File: config.mk
export PLATFORM = sky130hd
export DESIGN_NAME = call_push_unit
export DESIGN_NICKNAME = d
export VERILOG_FILES = /design/src/rtl/call_unit_pkg.sv /design/src/rtl/call_datapath.sv /design/src/rtl/call_control.sv /design/src/rtl/call_push_unit.sv
export SDC_FILE = /design/constraint.sdc
export NUM_CORES = 1
export LEC_CHECK = 0
export BUFFER_PORTS_ARGS = -buffer_cell sky130_fd_sc_hd__buf_2
export CAP_MARGIN = 20
export CORE_UTILIZATION = 30
export CTS_BUF_LIST = sky130_fd_sc_hd__clkbuf_16
export CTS_CLUSTER_SIZE = 8
export DETAILED_ROUTE_END_ITERATION = 16
export MAX_ROUTING_LAYER = met4
export PLACE_DENSITY = 0.59
export SYNTH_ARGS = -nofsm -noshare
export SYNTH_HDL_FRONTEND = slang
export SYNTH_HIERARCHICAL = 1
export SYNTH_SLANG_ARGS = --single-unit
File: constraint.sdc
create_clock -name clk -period 8.1 [get_ports clk]
set_input_delay 1.215 -clock clk [delete_from_list [all_inputs] [get_ports clk]]
set_output_delay 1.215 -clock clk [all_outputs]
set_load 0.03 [all_outputs]
File: src/rtl/call_unit_pkg.sv
package call_unit_pkg;
  localparam int ADDR_W = 32;
  localparam int SEL_W  = 16;

  typedef enum logic [1:0] {
    FORM_REL     = 2'b00,
    FORM_ABS     = 2'b01,
    FORM_FAR_DIR = 2'b10,
    FORM_FAR_IND = 2'b11
  } callForm_e;

  typedef enum logic [1:0] {
    ST_IDLE     = 2'b00,
    ST_EVAL     = 2'b01,
    ST_PUSH_SEL = 2'b10,
    ST_PUSH_OFS = 2'b11
  } ctlState_e;

  typedef struct packed {
    logic capture;
    logic pushSel;
    logic pushOfs;
    logic commit;
    logic abortFault;
  } dpCtl_t;
endpackage

File: src/rtl/call_datapath.sv
module call_datapath
  import call_unit_pkg::*;
#(
  parameter int AW = ADDR_W,
  parameter int SW = SEL_W
) (
  input  logic          clk,
  input  logic          rstN,
  input  dpCtl_t        ctl,
  input  logic [1:0]    callForm,
  input  logic          opSize32,
  input  logic [AW-1:0] nextIp,
  input  logic [AW-1:0] operand,
  input  logic [SW-1:0] farSel,
  input  logic [SW-1:0] curCs,
  input  logic [AW-1:0] curEip,
  input  logic [AW-1:0] curSp,
  input  logic [AW-1:0] codeLimit,
  input  logic [AW-1:0] stackLow,
  output logic          isFar,
  output logic          faultAny,
  output logic          wrEn,
  output logic [AW-1:0] wrAddr,
  output logic [AW-1:0] wrData,
  output logic          wrWide,
  output logic [SW-1:0] newCs,
  output logic [AW-1:0] newEip,
  output logic [AW-1:0] newSp,
  output logic          gpFault,
  output logic          ssFault
);
  localparam int HALF_W = AW / 2;
  localparam logic [AW-1:0] LOW_MASK = {{(AW-HALF_W){1'b0}}, {HALF_W{1'b1}}};
  localparam logic [AW-1:0] NARROW_BYTES = AW'(2);
  localparam logic [AW-1:0] WIDE_BYTES   = AW'(4);

  callForm_e     formQ;
  logic          wideQ;
  logic [AW-1:0] nextIpQ, operandQ, eipQ, spQ, spOrigQ, codeLimQ, stackLowQ;
  logic [SW-1:0] selQ, csQ;

  logic [AW-1:0] sizeBytes, pushTotal, rawTarget, target, retOfs;
  logic          gpHit, ssHit;

  always_comb begin
    sizeBytes = wideQ ? WIDE_BYTES : NARROW_BYTES;
    isFar     = formQ[1];
    pushTotal = isFar ? (sizeBytes << 1) : sizeBytes;
    rawTarget = (formQ == FORM_REL) ? (nextIpQ + operandQ) : operandQ;
    target    = wideQ ? rawTarget : (rawTarget & LOW_MASK);
    retOfs    = wideQ ? nextIpQ : (nextIpQ & LOW_MASK);
    gpHit     = target > codeLimQ;
    ssHit     = {1'b0, spQ} < ({1'b0, stackLowQ} + {1'b0, pushTotal});
    faultAny  = gpHit || ssHit;
    wrEn      = ctl.pushSel || ctl.pushOfs;
    wrAddr    = spQ - sizeBytes;
    wrData    = ctl.pushSel ? AW'(csQ) : retOfs;
    wrWide    = wideQ;
  end

  always_ff @(posedge clk or negedge rstN) begin
    if (!rstN) begin
      formQ     <= FORM_REL;
      wideQ     <= 1'b0;
      nextIpQ   <= '0;
      operandQ  <= '0;
      eipQ      <= '0;
      spQ       <= '0;
      spOrigQ   <= '0;
      codeLimQ  <= '0;
      stackLowQ <= '0;
      selQ      <= '0;
      csQ       <= '0;
      newCs     <= '0;
      newEip    <= '0;
      newSp     <= '0;
      gpFault   <= 1'b0;
      ssFault   <= 1'b0;
    end else begin
      if (ctl.capture) begin
        formQ     <= callForm_e'(callForm);
        wideQ     <= opSize32;
        nextIpQ   <= nextIp;
        operandQ  <= operand;
        eipQ      <= curEip;
        spQ       <= curSp;
        spOrigQ   <= curSp;
        codeLimQ  <= codeLimit;
        stackLowQ <= stackLow;
        selQ      <= farSel;
        csQ       <= curCs;
        gpFault   <= 1'b0;
        ssFault   <= 1'b0;
      end
      if (wrEn) spQ <= wrAddr;
      if (ctl.commit) begin
        newCs  <= isFar ? selQ : csQ;
        newEip <= target;
        newSp  <= wrAddr;
      end
      if (ctl.abortFault) begin
        gpFault <= gpHit;
        ssFault <= ssHit;
        newCs   <= csQ;
        newEip  <= eipQ;
        newSp   <= spOrigQ;
      end
    end
  end

  AST_FAULT_KEEPS_SP: assert property (@(posedge clk) disable iff (!rstN)
    (gpFault || ssFault) |-> (newSp == spOrigQ && newCs == csQ));

  AST_NARROW_EIP_HIGH_ZERO: assert property (@(posedge clk) disable iff (!rstN)
    ctl.commit |=> (wideQ || newEip[AW-1:HALF_W] == '0));

  AST_SECOND_PUSH_BELOW_FIRST: assert property (@(posedge clk) disable iff (!rstN)
    (ctl.pushOfs && $past(ctl.pushSel)) |-> (wrAddr == $past(wrAddr) - sizeBytes));

  AST_FAULT_NO_WRITE: assert property (@(posedge clk) disable iff (!rstN)
    ctl.abortFault |=> !wrEn);
endmodule

File: src/rtl/call_control.sv
module call_control
  import call_unit_pkg::*;
(
  input  logic   clk,
  input  logic   rstN,
  input  logic   start,
  input  logic   isFar,
  input  logic   faultAny,
  output dpCtl_t ctl,
  output logic   done
);
  ctlState_e state, stateNxt;

  always_comb begin
    ctl      = '0;
    stateNxt = state;
    unique case (state)
      ST_IDLE: begin
        if (start) begin
          ctl.capture = 1'b1;
          stateNxt    = ST_EVAL;
        end
      end
      ST_EVAL: begin
        if (faultAny) begin
          ctl.abortFault = 1'b1;
          stateNxt       = ST_IDLE;
        end else begin
          stateNxt = isFar ? ST_PUSH_SEL : ST_PUSH_OFS;
        end
      end
      ST_PUSH_SEL: begin
        ctl.pushSel = 1'b1;
        stateNxt    = ST_PUSH_OFS;
      end
      ST_PUSH_OFS: begin
        ctl.pushOfs = 1'b1;
        ctl.commit  = 1'b1;
        stateNxt    = ST_IDLE;
      end
      default: stateNxt = ST_IDLE;
    endcase
  end

  always_ff @(posedge clk or negedge rstN) begin
    if (!rstN) begin
      state <= ST_IDLE;
      done  <= 1'b0;
    end else begin
      state <= stateNxt;
      done  <= ctl.commit || ctl.abortFault;
    end
  end

  AST_DONE_SINGLE_PULSE: assert property (@(posedge clk) disable iff (!rstN)
    done |=> !done);

  AST_BUSY_START_IGNORED: assert property (@(posedge clk) disable iff (!rstN)
    (state != ST_IDLE && start) |-> !ctl.capture);

  AST_FAR_SELECTOR_FIRST: assert property (@(posedge clk) disable iff (!rstN)
    (ctl.pushOfs && isFar) |-> $past(ctl.pushSel));

  AST_PUSH_EXCLUSIVE: assert property (@(posedge clk) disable iff (!rstN)
    $onehot0({ctl.capture, ctl.pushSel, ctl.pushOfs, ctl.abortFault}));
endmodule

File: src/rtl/call_push_unit.sv
module call_push_unit
  import call_unit_pkg::*;
(
  input  logic              clk,
  input  logic              rstN,
  input  logic              start,
  input  logic [1:0]        callForm,
  input  logic              opSize32,
  input  logic [ADDR_W-1:0] nextIp,
  input  logic [ADDR_W-1:0] operand,
  input  logic [SEL_W-1:0]  farSel,
  input  logic [SEL_W-1:0]  curCs,
  input  logic [ADDR_W-1:0] curEip,
  input  logic [ADDR_W-1:0] curSp,
  input  logic [ADDR_W-1:0] codeLimit,
  input  logic [ADDR_W-1:0] stackLow,
  output logic              wrEn,
  output logic [ADDR_W-1:0] wrAddr,
  output logic [ADDR_W-1:0] wrData,
  output logic              wrWide,
  output logic [SEL_W-1:0]  newCs,
  output logic [ADDR_W-1:0] newEip,
  output logic [ADDR_W-1:0] newSp,
  output logic              gpFault,
  output logic              ssFault,
  output logic              done
);
  dpCtl_t ctl;
  logic   isFar, faultAny;

  call_control u_control (
    .clk(clk), .rstN(rstN), .start(start), .isFar(isFar),
    .faultAny(faultAny), .ctl(ctl), .done(done)
  );

  call_datapath #(.AW(ADDR_W), .SW(SEL_W)) u_datapath (
    .clk(clk), .rstN(rstN), .ctl(ctl), .callForm(callForm),
    .opSize32(opSize32), .nextIp(nextIp), .operand(operand),
    .farSel(farSel), .curCs(curCs), .curEip(curEip), .curSp(curSp),
    .codeLimit(codeLimit), .stackLow(stackLow), .isFar(isFar),
    .faultAny(faultAny), .wrEn(wrEn), .wrAddr(wrAddr), .wrData(wrData),
    .wrWide(wrWide), .newCs(newCs), .newEip(newEip), .newSp(newSp),
    .gpFault(gpFault), .ssFault(ssFault)
  );
endmodule

==> impl_metrics.yaml <==
place:
  port_buffers: 378
  place_hpwl_microns: 44700
  gp_congestion: 0.897
yosys:
  synth_flop_cell: "dfrtp_1"
  synth_fp_nets: 2127
  synth-async-reset-ratio_pct: 100
  synth_cells: 1793
  avgSynthCellArea_sq_um: 10.4
  ys_warn_count: 6
  ys_ff_latch: 344
  ys_seq_area_share_pct: 46.3
  synth_edf_count: 0
  syn_area_sq_um: 18600
  synth_cell_type_count: 66
worst_hold_path:
  hold_class: "reg -> reg"
clock_network:
  cts_tree: "yes"
  clockBufferDepth: 3
  clock_sinks: 344
  holdBufCountCts: 0
  path_clk_slew_ns: 0.05
  h-tree-depth: 2
  post_cts_buffers: 0
  cts_buffers: 49
  clock_latency_ns: 0.59
  cts_root_buf: "clkbuf_16"
  post_cts.resized_instances: 0
sta:
  min_period_ns: 7.30
  worst_pin_slew_ns: 1.00
  relSlewSlack_pct: 33.2
  setup_viol: 0
  min_period_over_period_pct: 90.1
  setup_tns_ns: 0
  grt_setup_unrepaired: "no"
  fin_skew_ns: 0.0141
  slew_violations: 0
  fmax_mhz: 137
  finalHoldViolCount: 0
detailed_routing:
  wl_microns: 59800
  route.vias.total: 14800
  first_iter_violations: 832
  drtPass1Iterations: 5
  post-route-drc-count: 0
  antenna_left: 0
  post_drt_wl_per_cell_microns: 20.2
  avgViaCountPerCell: 5.03
worst_setup_path:
  setup.worst_path.start_class: "register"
  slowest_delay_ns: 0.73
  cp_slowest_cell: "nor4_1"
  crit_path_end_kind: "register"
  cp_top_family: "compound AO/OA/AOI/OAI gates"
  crit_buf_inv: 2
  critPathKind: "reg -> reg"
  cp.required_ns: 8.57
  arrival_ns: 7.77
  path_cells: "ha_1 > fa_1 > a21o_1 > a221oi_2 > o21ai_1 > a41oi_1 > nor2_1 > or4_1 > a31oi_1 > ha_1 > nand4_1 > nor4_1 > nand3_1 > a21oi_1 > nor4b_1 > o21ai_0 > nand2_1 > nor2_4 > buf_4 > buf_4 > a211oi_1 > a21o_1"
  cp_max_fo: 56
pwr:
  ir_worst_vdd_v: 0.000174
  fin_total_pwr_mw: 11.8
  powerDensity_nw_per_um2: 521
  p_leak_nw: 10.6
layout:
  post-route-util_pct: 37.3
  final_common_cell: "buf_2"
  syn_to_final_growth_pct: 21.9
  final.fill_count: 6095
  most-common-layout-cells: "buf_2 (377), dfrtp_1 (344), nand2_1 (211)"
  layout-drive-gt1-share_pct: 30.9
  final_nets: 2486
floorplanning:
  die_x_microns: 251
  start_util_pct: 30.6
  coreArea_sq_um: 60800
  io_pins: 379
  die-area_sq_um: 63000
  rows: 90
  die_y_microns: 251
global_route:
  antenna_found_initial: 14
  track_usage_pct: 19.3
  overflow: 0
  grt_max_degree: 174
  grt_pass1_wl_microns: 90400
  grt_pass1_vias: 15000
run:
  drv_cap: 0
status:
  status: "complete, no violations"
## through the flow
stage	instances	area [sq um]	worst slack (ns)	hold slack [ns]
after floorplan	1793	18600	1.99	0.449
after global placement	2883	21300	0.926	0.459
after detailed placement	2883	21300	0.799	0.466
after CTS	2940	22600	0.733	0.478
after global routing	2953	22700	0.307	0.487
final	2954	22700	0.803	0.477
## worst reg2reg max path: cells and delay by family, from the launching register on
family                     cells  cell delay, ns
AOI/OAI and AO/OA              9            2.83
and+or+nand+nor                8            2.13
adders and majority gates      3            0.90
DFF                            1            0.41
buffers and inverters          2            0.89
## where the power goes
part,total [mW],internal [mW],switching [mW]
combinational,6.57,2.57,3.99
clock,1.85,1.08,0.767
sequential,3.39,2.62,0.772
total,11.8,6.27,5.53
## routing by layer
| layer | global-route usage, % | share of wire (%) | vias up |
|---|---|---|---|
| met3 | 3.97 | 5.4 | 100 |
| met5 | - | 0 | - |
| met2 | 30.3 | 47 | 388 |
| li1 | - | - | 7047 |
| met4 | 5.92 | 2.5 | 0 |
| met1 | 25.0 | 45 | 7310 |
## final timing paths
path | start | to | slack (ns) | cells past startpoint
worst max-delay path | u_datapath/nextIpQ[0] | u_datapath/newSp[28] | 0.80 | 22
worst min-delay path | u_datapath/spOrigQ[11] | u_datapath/spOrigQ[11] | 0.48 | 1
worst min register to register | u_datapath/spOrigQ[11] | u_datapath/spOrigQ[11] | 0.48 | 1
min in group asynchronous | rstN | u_datapath/newSp[26] | 0.68 | 1
worst max register to register | u_datapath/nextIpQ[0] | u_datapath/newSp[28] | 0.80 | 22
max in group asynchronous | rstN | u_datapath/operandQ[30] | 5.81 | 2
## state kept, by name (all words and copies together) (netlist names), 2 cells and up, named ones only
register and flops:
u_datapath/newCs 16, u_datapath/newSp 32, u_datapath/spOrigQ 32, u_datapath/eipQ 32
u_datapath/selQ 16, u_datapath/operandQ 32, u_datapath/stackLowQ 32, u_datapath/codeLimQ 32
u_datapath/csQ 16, u_datapath/nextIpQ 32, u_datapath/formQ 2, u_datapath/newEip 32
u_datapath/spQ 32
## synthesized netlist by cell type, types with 4 or more instances
cell type / count / area, sq um
nor2b_1: 10 / 62.6
inv_1: 70 / 263
and2_1: 36 / 225
nor4_1: 4 / 25.0
ha_1: 101 / 1260
o31ai_1: 5 / 37.5
nand3_1: 35 / 175
and4_1: 5 / 43.8
nor2_1: 78 / 293
and3_1: 10 / 62.6
a21oi_1: 85 / 425
nor3b_1: 4 / 30.0
or3_1: 9 / 56.3
mux2_2: 192 / 2160
xor2_1: 37 / 324
xnor2_1: 40 / 350
clkbuf_1: 79 / 297
a211oi_1: 20 / 150
dfrtp_1: 344 / 8610
mux2i_1: 56 / 561
a211o_1: 8 / 70.1
o21ai_0: 148 / 741
nand2_1: 211 / 792
a21o_1: 64 / 480
a31oi_1: 14 / 87.6
nand2b_1: 5 / 31.3
o21a_1: 9 / 67.6
a22o_1: 6 / 52.6
o211a_1: 4 / 40.0
buf_1: 7 / 26.3
nand4_1: 19 / 119
o211ai_1: 5 / 37.5
nor3_1: 17 / 85.1
## cell type report
type                            count  area [sq um]  area share (%)
Sequential cell                   344          8610            38.0
Antenna cell                       14          35.0           0.155
Multi-Input combinational cell   1288          9400            41.5
Timing Repair Buffer              397          2070            9.13
Inverter                           72           270            1.19
Clock buffer                       50          1250            5.52
Clock inverter                      7          56.3           0.248
Tap cell                          782           978            4.32
## logic make-up after synthesis
logic type	count (synthesis)	synth area share, %
buffers and inverters	161	3.33
flip-flops	344	46.3
XOR/XNOR	77	3.63
AO/OA/AOI/OAI	396	13.1
AND/OR/NAND/NOR	463	11.9
adder cells (fa/ha/maj)	104	7.12
multiplexers	248	14.6
No activity file was read; power rests on OpenSTA's default activity.
